`config.mk`:
```
export PLATFORM = sky130hd
export DESIGN_NAME = vrail_seq
export DESIGN_NICKNAME = d
export VERILOG_FILES = /design/src/rtl/vrail_pkg.sv /design/src/rtl/vrail_code_conv.sv /design/src/rtl/vrail_word_pack.sv /design/src/rtl/vrail_settle_timer.sv /design/src/rtl/vrail_seq.sv
export SDC_FILE = /design/constraint.sdc
export NUM_CORES = 1
export LEC_CHECK = 0
export ABC_CLOCK_PERIOD_IN_PS = 11420
export BUFFER_PORTS_ARGS = -buffer_cell sky130_fd_sc_hd__buf_2
export CAP_MARGIN = 20
export CORE_MARGIN = 5
export CORE_UTILIZATION = 60
export CTS_BUF_LIST = sky130_fd_sc_hd__clkbuf_4 sky130_fd_sc_hd__clkbuf_8
export CTS_CLUSTER_SIZE = 25
export DETAILED_ROUTE_END_ITERATION = 8
export PLACE_DENSITY = 0.85
export SLEW_MARGIN = 25
export SYNTH_ARGS = -nofsm -noshare
export SYNTH_HDL_FRONTEND = slang
export SYNTH_SLANG_ARGS = --single-unit
```
`constraint.sdc`:
```
create_clock -name clk -period 11.42 [get_ports clk]
set_input_delay 0.571 -clock clk [delete_from_list [all_inputs] [get_ports clk]]
set_output_delay 0.571 -clock clk [all_outputs]
set_load 0.05 [all_outputs]
```
`src/rtl/vrail_pkg.sv`:
```
package vrail_pkg;
    typedef enum logic [1:0] {
        ST_IDLE,
        ST_DECIDE,
        ST_SETTLE,
        ST_FINISH
    } vrail_state_e;

    localparam int RAIL_CPU    = 0;
    localparam int RAIL_PERIPH = 1;
    localparam int RAIL_SOC    = 2;
    localparam int NUM_RAILS   = 3;
endpackage

```
`src/rtl/vrail_code_conv.sv`:
```
module vrail_code_conv #(
    parameter int MV_W     = 12,
    parameter int CODE_W   = 5,
    parameter int BASE_MV  = 700,
    parameter int STEP_MV  = 25,
    parameter int MIN_CODE = 10,
    parameter int MAX_CODE = 31
) (
    input  logic [MV_W-1:0]   mv,
    output logic [CODE_W-1:0] code,
    output logic              clamped
);
    localparam int MIN_MV = BASE_MV + MIN_CODE * STEP_MV;

    logic [MV_W-1:0] raw;

    always_comb begin
        raw     = (mv - MV_W'(BASE_MV)) / MV_W'(STEP_MV);
        code    = CODE_W'(MIN_CODE);
        clamped = 1'b0;
        if (mv < MV_W'(MIN_MV)) begin
            code    = CODE_W'(MIN_CODE);
            clamped = 1'b1;
        end else if (raw > MV_W'(MAX_CODE)) begin
            code    = CODE_W'(MAX_CODE);
            clamped = 1'b1;
        end else begin
            code    = raw[CODE_W-1:0];
        end
    end
endmodule

```
`src/rtl/vrail_word_pack.sv`:
```
module vrail_word_pack
    import vrail_pkg::*;
#(
    parameter int CODE_W    = 5,
    parameter int SOC_FLOOR = 18
) (
    input  logic [CODE_W-1:0]           code,
    output logic [NUM_RAILS*CODE_W-1:0] word
);
    for (genvar g = 0; g < NUM_RAILS; g++) begin : g_rail
        if (g == RAIL_SOC) begin : g_floor
            assign word[g*CODE_W +: CODE_W] =
                (code < CODE_W'(SOC_FLOOR)) ? CODE_W'(SOC_FLOOR) : code;
        end else begin : g_follow
            assign word[g*CODE_W +: CODE_W] = code;
        end
    end
endmodule

```
`src/rtl/vrail_settle_timer.sv`:
```
module vrail_settle_timer #(
    parameter int WAIT_W = 8
) (
    input  logic              clk,
    input  logic              rst_n,
    input  logic              load,
    input  logic [WAIT_W-1:0] load_val,
    input  logic              tick,
    output logic              fire
);
    logic [WAIT_W-1:0] cnt_q;

    always_ff @(posedge clk) begin
        if (!rst_n) begin
            cnt_q <= '0;
        end else if (load) begin
            cnt_q <= load_val;
        end else if (tick && cnt_q != '0) begin
            cnt_q <= cnt_q - 1'b1;
        end
    end

    assign fire = tick && (cnt_q == WAIT_W'(1));
endmodule

```
`src/rtl/vrail_seq.sv`:
```
module vrail_seq
    import vrail_pkg::*;
#(
    parameter int MV_W         = 12,
    parameter int CODE_W       = 5,
    parameter int BASE_MV      = 700,
    parameter int STEP_MV      = 25,
    parameter int CPU_MIN_CODE = 10,
    parameter int SOC_FLOOR    = 18,
    parameter int US_PER_STEP  = 6,
    parameter int INIT_STEPS   = 28
) (
    input  logic                  clk,
    input  logic                  rst_n,
    input  logic                  us_tick,
    input  logic                  req_valid,
    output logic                  req_ready,
    input  logic [MV_W-1:0]       req_mv,
    output logic [3*CODE_W-1:0]   ctrl_word,
    output logic                  done,
    output logic                  clamp_err
);
    localparam int MAX_CODE  = (1 << CODE_W) - 1;
    localparam int WORD_W    = NUM_RAILS * CODE_W;
    localparam int MAX_STEPS = (INIT_STEPS > MAX_CODE) ? INIT_STEPS : MAX_CODE;
    localparam int MAX_WAIT  = MAX_STEPS * US_PER_STEP;
    localparam int WAIT_W    = $clog2(MAX_WAIT + 1);

    vrail_state_e state_q, state_d;

    logic [CODE_W-1:0] conv_code;
    logic              conv_clamped;
    logic [CODE_W-1:0] req_code_q;
    logic [CODE_W-1:0] cur_code_q;
    logic              init_done_q;
    logic [WORD_W-1:0] packed_word;
    logic [WORD_W-1:0] word_q;
    logic              err_q;
    logic              skip;
    logic [WAIT_W-1:0] wait_val;
    logic [WAIT_W-1:0] diff_ext;
    logic              timer_load;
    logic              timer_fire;
    logic              accept;

    vrail_code_conv #(
        .MV_W     (MV_W),
        .CODE_W   (CODE_W),
        .BASE_MV  (BASE_MV),
        .STEP_MV  (STEP_MV),
        .MIN_CODE (CPU_MIN_CODE),
        .MAX_CODE (MAX_CODE)
    ) u_conv (
        .mv      (req_mv),
        .code    (conv_code),
        .clamped (conv_clamped)
    );

    vrail_word_pack #(
        .CODE_W    (CODE_W),
        .SOC_FLOOR (SOC_FLOOR)
    ) u_pack (
        .code (req_code_q),
        .word (packed_word)
    );

    vrail_settle_timer #(
        .WAIT_W (WAIT_W)
    ) u_timer (
        .clk      (clk),
        .rst_n    (rst_n),
        .load     (timer_load),
        .load_val (wait_val),
        .tick     (us_tick),
        .fire     (timer_fire)
    );

    assign accept     = (state_q == ST_IDLE) && req_valid;
    assign skip       = init_done_q && (req_code_q == cur_code_q);
    assign timer_load = (state_q == ST_DECIDE) && !skip;

    always_comb begin
        diff_ext = WAIT_W'(req_code_q - cur_code_q);
        if (!init_done_q) begin
            wait_val = WAIT_W'(INIT_STEPS * US_PER_STEP);
        end else if (req_code_q > cur_code_q) begin
            wait_val = diff_ext * WAIT_W'(US_PER_STEP);
        end else begin
            wait_val = '0;
        end
    end

    // State register
    always_ff @(posedge clk) begin
        if (!rst_n) begin
            state_q <= ST_IDLE;
        end else begin
            state_q <= state_d;
        end
    end

    // Next-state logic
    always_comb begin
        state_d = state_q;
        unique case (state_q)
            ST_IDLE:   if (req_valid) state_d = ST_DECIDE;
            ST_DECIDE: begin
                if (skip || wait_val == '0) state_d = ST_FINISH;
                else                        state_d = ST_SETTLE;
            end
            ST_SETTLE: if (timer_fire) state_d = ST_FINISH;
            ST_FINISH: state_d = ST_IDLE;
            default:   state_d = ST_IDLE;
        endcase
    end

    // Outputs decoded from state
    always_comb begin
        req_ready = 1'b0;
        done      = 1'b0;
        unique case (state_q)
            ST_IDLE:   req_ready = 1'b1;
            ST_FINISH: done      = 1'b1;
            default: ;
        endcase
    end

    // Datapath registers
    always_ff @(posedge clk) begin
        if (!rst_n) begin
            req_code_q  <= '0;
            cur_code_q  <= '0;
            init_done_q <= 1'b0;
            word_q      <= '0;
            err_q       <= 1'b0;
        end else begin
            if (accept) begin
                req_code_q <= conv_code;
                if (conv_clamped) err_q <= 1'b1;
            end
            if (timer_load) begin
                word_q      <= packed_word;
                cur_code_q  <= req_code_q;
                init_done_q <= 1'b1;
            end
        end
    end

    assign ctrl_word = word_q;
    assign clamp_err = err_q;

    // Assertions
    assert_cpu_periph_equal_R2: assert property (@(posedge clk) disable iff (!rst_n)
        ctrl_word[RAIL_CPU*CODE_W +: CODE_W] == ctrl_word[RAIL_PERIPH*CODE_W +: CODE_W]);

    assert_soc_floor_R3: assert property (@(posedge clk) disable iff (!rst_n)
        init_done_q |-> ctrl_word[RAIL_SOC*CODE_W +: CODE_W] >= CODE_W'(SOC_FLOOR));

    assert_cpu_min_R4: assert property (@(posedge clk) disable iff (!rst_n)
        init_done_q |-> ctrl_word[RAIL_CPU*CODE_W +: CODE_W] >= CODE_W'(CPU_MIN_CODE));

    assert_err_sticky_R5: assert property (@(posedge clk) disable iff (!rst_n)
        clamp_err |=> clamp_err);

    assert_word_stable_settle_R6: assert property (@(posedge clk) disable iff (!rst_n)
        (state_q == ST_SETTLE) |=> $stable(ctrl_word));

    assert_done_pulse_R10: assert property (@(posedge clk) disable iff (!rst_n)
        done |=> (!done && req_ready));

    assert_accept_busy_R10: assert property (@(posedge clk) disable iff (!rst_n)
        (req_valid && req_ready) |=> !req_ready);
endmodule

```
; Word-level counts from Yosys, hierarchy flattened
; Index checks and enable logic that the tools add are counted.
[totals]
ram_bits = 0
inputBits = 16
output_inout_bits = 18
memories = 0
latchBits = 0
rom_bits = 0
register_bits = 37
elab_cells = 51
[op_classes]
mux = 15
n_div = 1
mul = 1
n_eq_ne = 7
add_sub_neg = 3
shift = 0
reduce_logical = 13
bitwise_logic = 0
order_cmp = 4
[ops]
columns = operator, count
row1 = 8-bit two-way mux, 4
row2 = 5-bit two-way mux, 3
row3 = 12-bit by 5-bit divider with 12-bit output (second input constant), 1
row4 = 12-bit by 5-bit > comparator with 1-bit output (second input constant), 1
row5 = 12-bit by 10-bit less-than comparator with 1-bit output (second input constant), 1
row6 = 12-bit by 10-bit subtractor with 12-bit output (second input constant), 1
row7 = 8-bit by 1-bit equality test with 1-bit output (second input constant), 1
row8 = 8-bit zero test, 1
row9 = 8-bit by 2-bit multiplier with 7-bit output (second input constant), 1
row10 = 2-bit one-hot mux with 4 select lines, 1
row11 = 8-bit nonzero test, 1
row12 = 8-bit by 1-bit subtractor with 8-bit output (second input constant), 1
row13 = 5-bit by 5-bit subtractor with 6-bit output, 1
row14 = 5-bit equality test, 1
row15 = 5-bit > comparator, 1
row16 = 1-bit logical AND, 5
row17 = 5-bit less-than comparator (second input constant), 1
row18 = 1-bit two-way mux, 5
row19 = 2-bit equality test (second input constant), 2
row20 = 2-bit two-way mux, 2
row21 = 2-bit inequality test (second input constant), 2
row22 = 2-bit AND reduction, 2
row23 = 2-bit by 1-bit equality test with 1-bit output (second input constant), 1
row24 = 2-bit zero test, 1
row25 = other kinds (3), 3

; Logic depth before layout (Yosys ltp)
[logic_depth]
word_depth = 8
ltp_mapped = 26
ltp_nobuf = 24

; Cells and area by module
; Synthesis repeated with hierarchy kept, for this count alone.
[unflattened]
hier_cells = 601
area_unflattened_um2 = 4660.7
[by_module_without_submodules]
columns = mod, area_each_um2, cells_per_inst, n_inst, seq_area_each_um2
row1 = vrail_code_conv, 2368.5, 342, 1, 0.0
row2 = vrail_seq, 1645.3, 177, 1, 580.6
row3 = vrail_settle_timer, 526.8, 65, 1, 160.2
row4 = vrail_word_pack, 120.1, 17, 1, 0.0

; Least setup slack after synthesis
; No wires, ideal clock.
[synth_path]
kind = in2reg
from = input port req_mv[2]
to = register req_code_q[0]
slack_ns = 5.671
t_required_ns = 11.346
stages = 25
setup_time_ns = 0.074
n_path_buf = 2
arrival_ns = 5.675
cell_sequence = buf_6 > buf_4 > inv_1 > ha_1 > nor3_1 > and2_1 > a21oi_1 > a2111oi_0 > nor2_1 > xnor2_1 > o32a_2 > a21oi_2 > mux2i_2 > a31oi_2 > a211o_1 > a22o_4 > a21o_1 > a21oi_2 > nor3_1 > or2_1 > ha_1 > or3_1 > a2111oi_0 > o21ai_0 > a31oi_1
[synth_via]
elab_chain_cells = 5
word_cells_on_any_way = 6
classes_between = add/sub: 1 / div: 1 / order compare: 2 / mux: 2
[synth_rtl]
columns = element, line
row1 = from (decl), vrail_seq.sv:18  ; input logic [MV_W-1:0] req_mv,
row2 = 12-bit by 10-bit subtractor with 12-bit output, vrail_code_conv.sv:18  ; raw = (mv - MV_W'(BASE_MV)) / MV_W'(STEP_MV);
row3 = 12-bit by 5-bit divider with 12-bit output, vrail_code_conv.sv:18
row4 = 12-bit by 5-bit > comparator with 1-bit output, vrail_code_conv.sv:24  ; end else if (raw > MV_W'(MAX_CODE)) begin
row5 = 5-bit two-way mux, vrail_code_conv.sv:24
row6 = 5-bit two-way mux *, vrail_code_conv.sv:21  ; if (mv < MV_W'(MIN_MV)) begin
row7 = to (signal assigned), vrail_seq.sv:138  ; req_code_q <= conv_code;
row8 = to (decl), vrail_seq.sv:33  ; logic [CODE_W-1:0] req_code_q;
; Mark *: on every way between the ends. The rest lies on a longest branch, timed or not.
; A chain may end at the register's enable or synchronous reset.

; Final worst setup path
; Ends and elaborated chain as after synthesis.

==> impl_metrics.json <==
{
  "status": "finished, final reports clean",
  "mappedNetlistArea_um2": 3835,
  "synthAdderAreaFrac": 0.08222,
  "grt_pass1_vias": 3594,
  "synth_top_area_share": 0.1409,
  "cts.repair.resized": 0,
  "die_w_um": 89.95,
  "arrival_ps": 6830,
  "hold_viol_final": 0,
  "worstPathRequired_ps": 11640,
  "syn_inst": 494,
  "pin_count": 34,
  "cts_setup_buffers": 0,
  "post-route-period-util": 0.5790,
  "drc_errors": 0,
  "grt_pass1_wl_um": 16350,
  "synth-edff-count": 0,
  "h-tree-depth": 1,
  "n_fill_cell": 548,
  "ir_drop_mv": 0.2277,
  "timing.final.ws_setup_ps": 4808,
  "drive_gt1_frac": 0.1663,
  "instances_no_fill": 582,
  "worst-path-max-fanout": 21,
  "finalSetupTns_ps": 0,
  "final_nets": 546,
  "synth_cell_types": 89,
  "fmax_mhz": 151.2,
  "cts_hold_buf": 0,
  "power_density_nw_per_um2": 263.6,
  "clk_pin_slew_ps": 100,
  "crit_family": "compound AO/OA/AOI/OAI gates",
  "period_needed_ps": 6612,
  "yosys.area.top_type": "dfxtp_1",
  "clock_sinks": 27,
  "wirelength_um": 9550,
  "syn_area_per_cell_um2": 7.763,
  "synth_xor_area_frac": 0.08548,
  "num_antenna_cells": 0,
  "grt.total_usage": 0.2272,
  "wl_per_cell_um": 16.41,
  "cp_slowest_stage_delay_ps": 500,
  "synth-simple-area-share": 0.2258,
  "placementRows": 29,
  "vias": 3828,
  "synth_seq_cells": 27,
  "overflow": 0,
  "synth_nets": 534,
  "synth_ff_type": "dfxtp_1",
  "slew_headroom": 0.4845,
  "path_cells": "buf_2, inv_1, ha_1, nor3_1, and2_1, a21oi_1, a2111oi_0, o22ai_1, xnor2_2, a311oi_2, mux2i_1, a31oi_1, a211oi_2, nor2_1, mux2i_4, inv_2, o21a_1, or2_1, ha_1, or3_1, a2111oi_0, o21ai_0, a31oi_1",
  "globalplace.congestion": 1.002,
  "grt_max_degree": 28,
  "synthTopCellsByArea": "dfxtp_1, ha_1, xnor2_1",
  "core_um2": 6277,
  "synth-compound-area-share": 0.3475,
  "numCtsBuffers": 3,
  "criticalPathCategory": "input port to flop",
  "yosysSeqAreaShare": 0.1409,
  "die_y_um": 89.95,
  "cts_tree": "built",
  "fin_skew_ps": 3.204,
  "pre_cts_ws_ps": 4675,
  "yosys_warnings": 0,
  "start_kind": "input port",
  "cp-end-kind": "flop",
  "synthArstFlopShare": 0,
  "postRouteAntennaNets": 0,
  "dpl.hpwl_um": 7309,
  "drt_first_pass_iters": 5,
  "drt_iter0_drc": 450,
  "synth_top_family_by_area": "compound AO/OA/AOI/OAI gates",
  "start_util": 0.6109,
  "cts_buffer_depth": 2,
  "maxSlewViolCount": 0,
  "synthMuxAreaShare": 0.04731,
  "finalSetupViolCount": 0,
  "p_leak_nw": 1.592,
  "place_inst": 578,
  "routed_via_density": 6.577,
  "port_buffers": 33,
  "area_growth_pct": 3.491,
  "worst-path-buf-inv": 3,
  "drv_cap": 0,
  "antenna_found_initial": 0,
  "worst_hold_path_type": "flop to flop",
  "slowest_stage": "a2111oi_0",
  "tightest_slew_ps": 770.6,
  "clk_latency_ps": 280,
  "cts_root_buf": "clkbuf_8",
  "rsz0062_at_grt": "false",
  "dieArea_um2": 8090
}
==> flip-flops by register name, indices dropped and copies added, names as in the netlist <==
register and cells:
init_done_q 1, clamp_err 1, u_timer.cnt_q 8, state_q 2, req_code_q 5, ctrl_word 6
cur_code_q 4
==> per-layer routing <==
metal	track usage	part of all wire
met5	0	0
met1	0.3181	0.45
met2	0.3750	0.47
met4	0.03970	0.012
met3	0.03255	0.068
==> kinds of logic after synthesis <==
kind of cell,after synthesis
AO/OA/AOI/OAI,176
AND/OR/NAND/NOR,169
buffers and inverters,50
XOR/XNOR,34
flip-flops,27
multiplexers,14
adder cells (fa/ha/maj),24
==> stage by stage <==
stage	instance area (um2)	power (W)	hold slack [ps]	utilization
floorplan	3835	0.0008141	464.3	-
global placement	3919	0.0009296	443.8	0.6243
detailed placement	3919	0.0009604	452.3	0.6243
CTS	3969	0.001028	474.9	0.6323
global route	3969	0.001126	502.3	0.6323
finish	3969	0.001046	472.1	0.6323
==> cells in the mapped netlist, drive strengths merged, types with 4 or more instances <==
cell / n
a31oi: 8
o211a: 4
nor3: 21
clkbuf: 8
and2: 8
and3: 5
mux2: 4
nand4: 4
a2111oi: 6
nand3: 19
a21o: 14
inv: 23
nor2: 37
xor2: 8
o22ai: 8
o311ai: 4
nand2: 45
o21a: 11
ha: 22
nor2b: 8
a22oi: 5
o211ai: 5
dfxtp: 27
o21ai: 34
a21oi: 25
a21boi: 11
a211oi: 14
mux2i: 10
buf: 19
xnor2: 26
==> worst paths after layout <==
check | startpoint | end | cells past startpoint | slack, ps
max reg2reg | cur_code_q[0]$_SDFFE_PN0P_ | state_q[0]$_SDFFE_PN0P_ | 14 | 8100
min reg2reg | ctrl_word[14]$_SDFFE_PN0P_ | ctrl_word[14]$_SDFFE_PN0P_ | 1 | 470
min | ctrl_word[14]$_SDFFE_PN0P_ | ctrl_word[14]$_SDFFE_PN0P_ | 1 | 470
max | req_mv[2] | req_code_q[0]$_SDFFE_PN0P_ | 23 | 4810
==> placed cells by master, fill, tap and decap left out, drive strengths merged, types with 5 or more instances in the layout <==
cell type,n
o21a,11
a21oi,25
o21ai,34
nor2,37
o211ai,5
nor2b,8
a31oi,8
a21o,14
and3,5
xnor2,26
and2,8
buf,34
nand3,19
o22ai,8
a211oi,14
a2111oi,6
ha,22
inv,24
mux2i,10
xor2,8
dfxtp,27
nand2,45
a21boi,11
a22oi,5
nor3,21
==> layout make-up <==
type	instances	area, um2	share of cell area
clock buffer	3	41.29	0.01040
sequential	27	540.5	0.1362
clock inverter	1	8.758	0.002207
inverter	23	86.33	0.02175
timing repair buffer	34	172.7	0.04351
tap	77	96.34	0.02427
multi-input combinational	417	3023	0.7617
==> where the power goes <==
| part | switching [W] | internal (W) | total (W) |
|---|---|---|---|
| logic | 0.000512 | 0.000326 | 0.000838 |
| clock network | 0.0000330 | 0.0000257 | 0.0000587 |
| registers | 0.0000291 | 0.000120 | 0.000149 |
No activity file was read; power rests on OpenSTA's default activity.
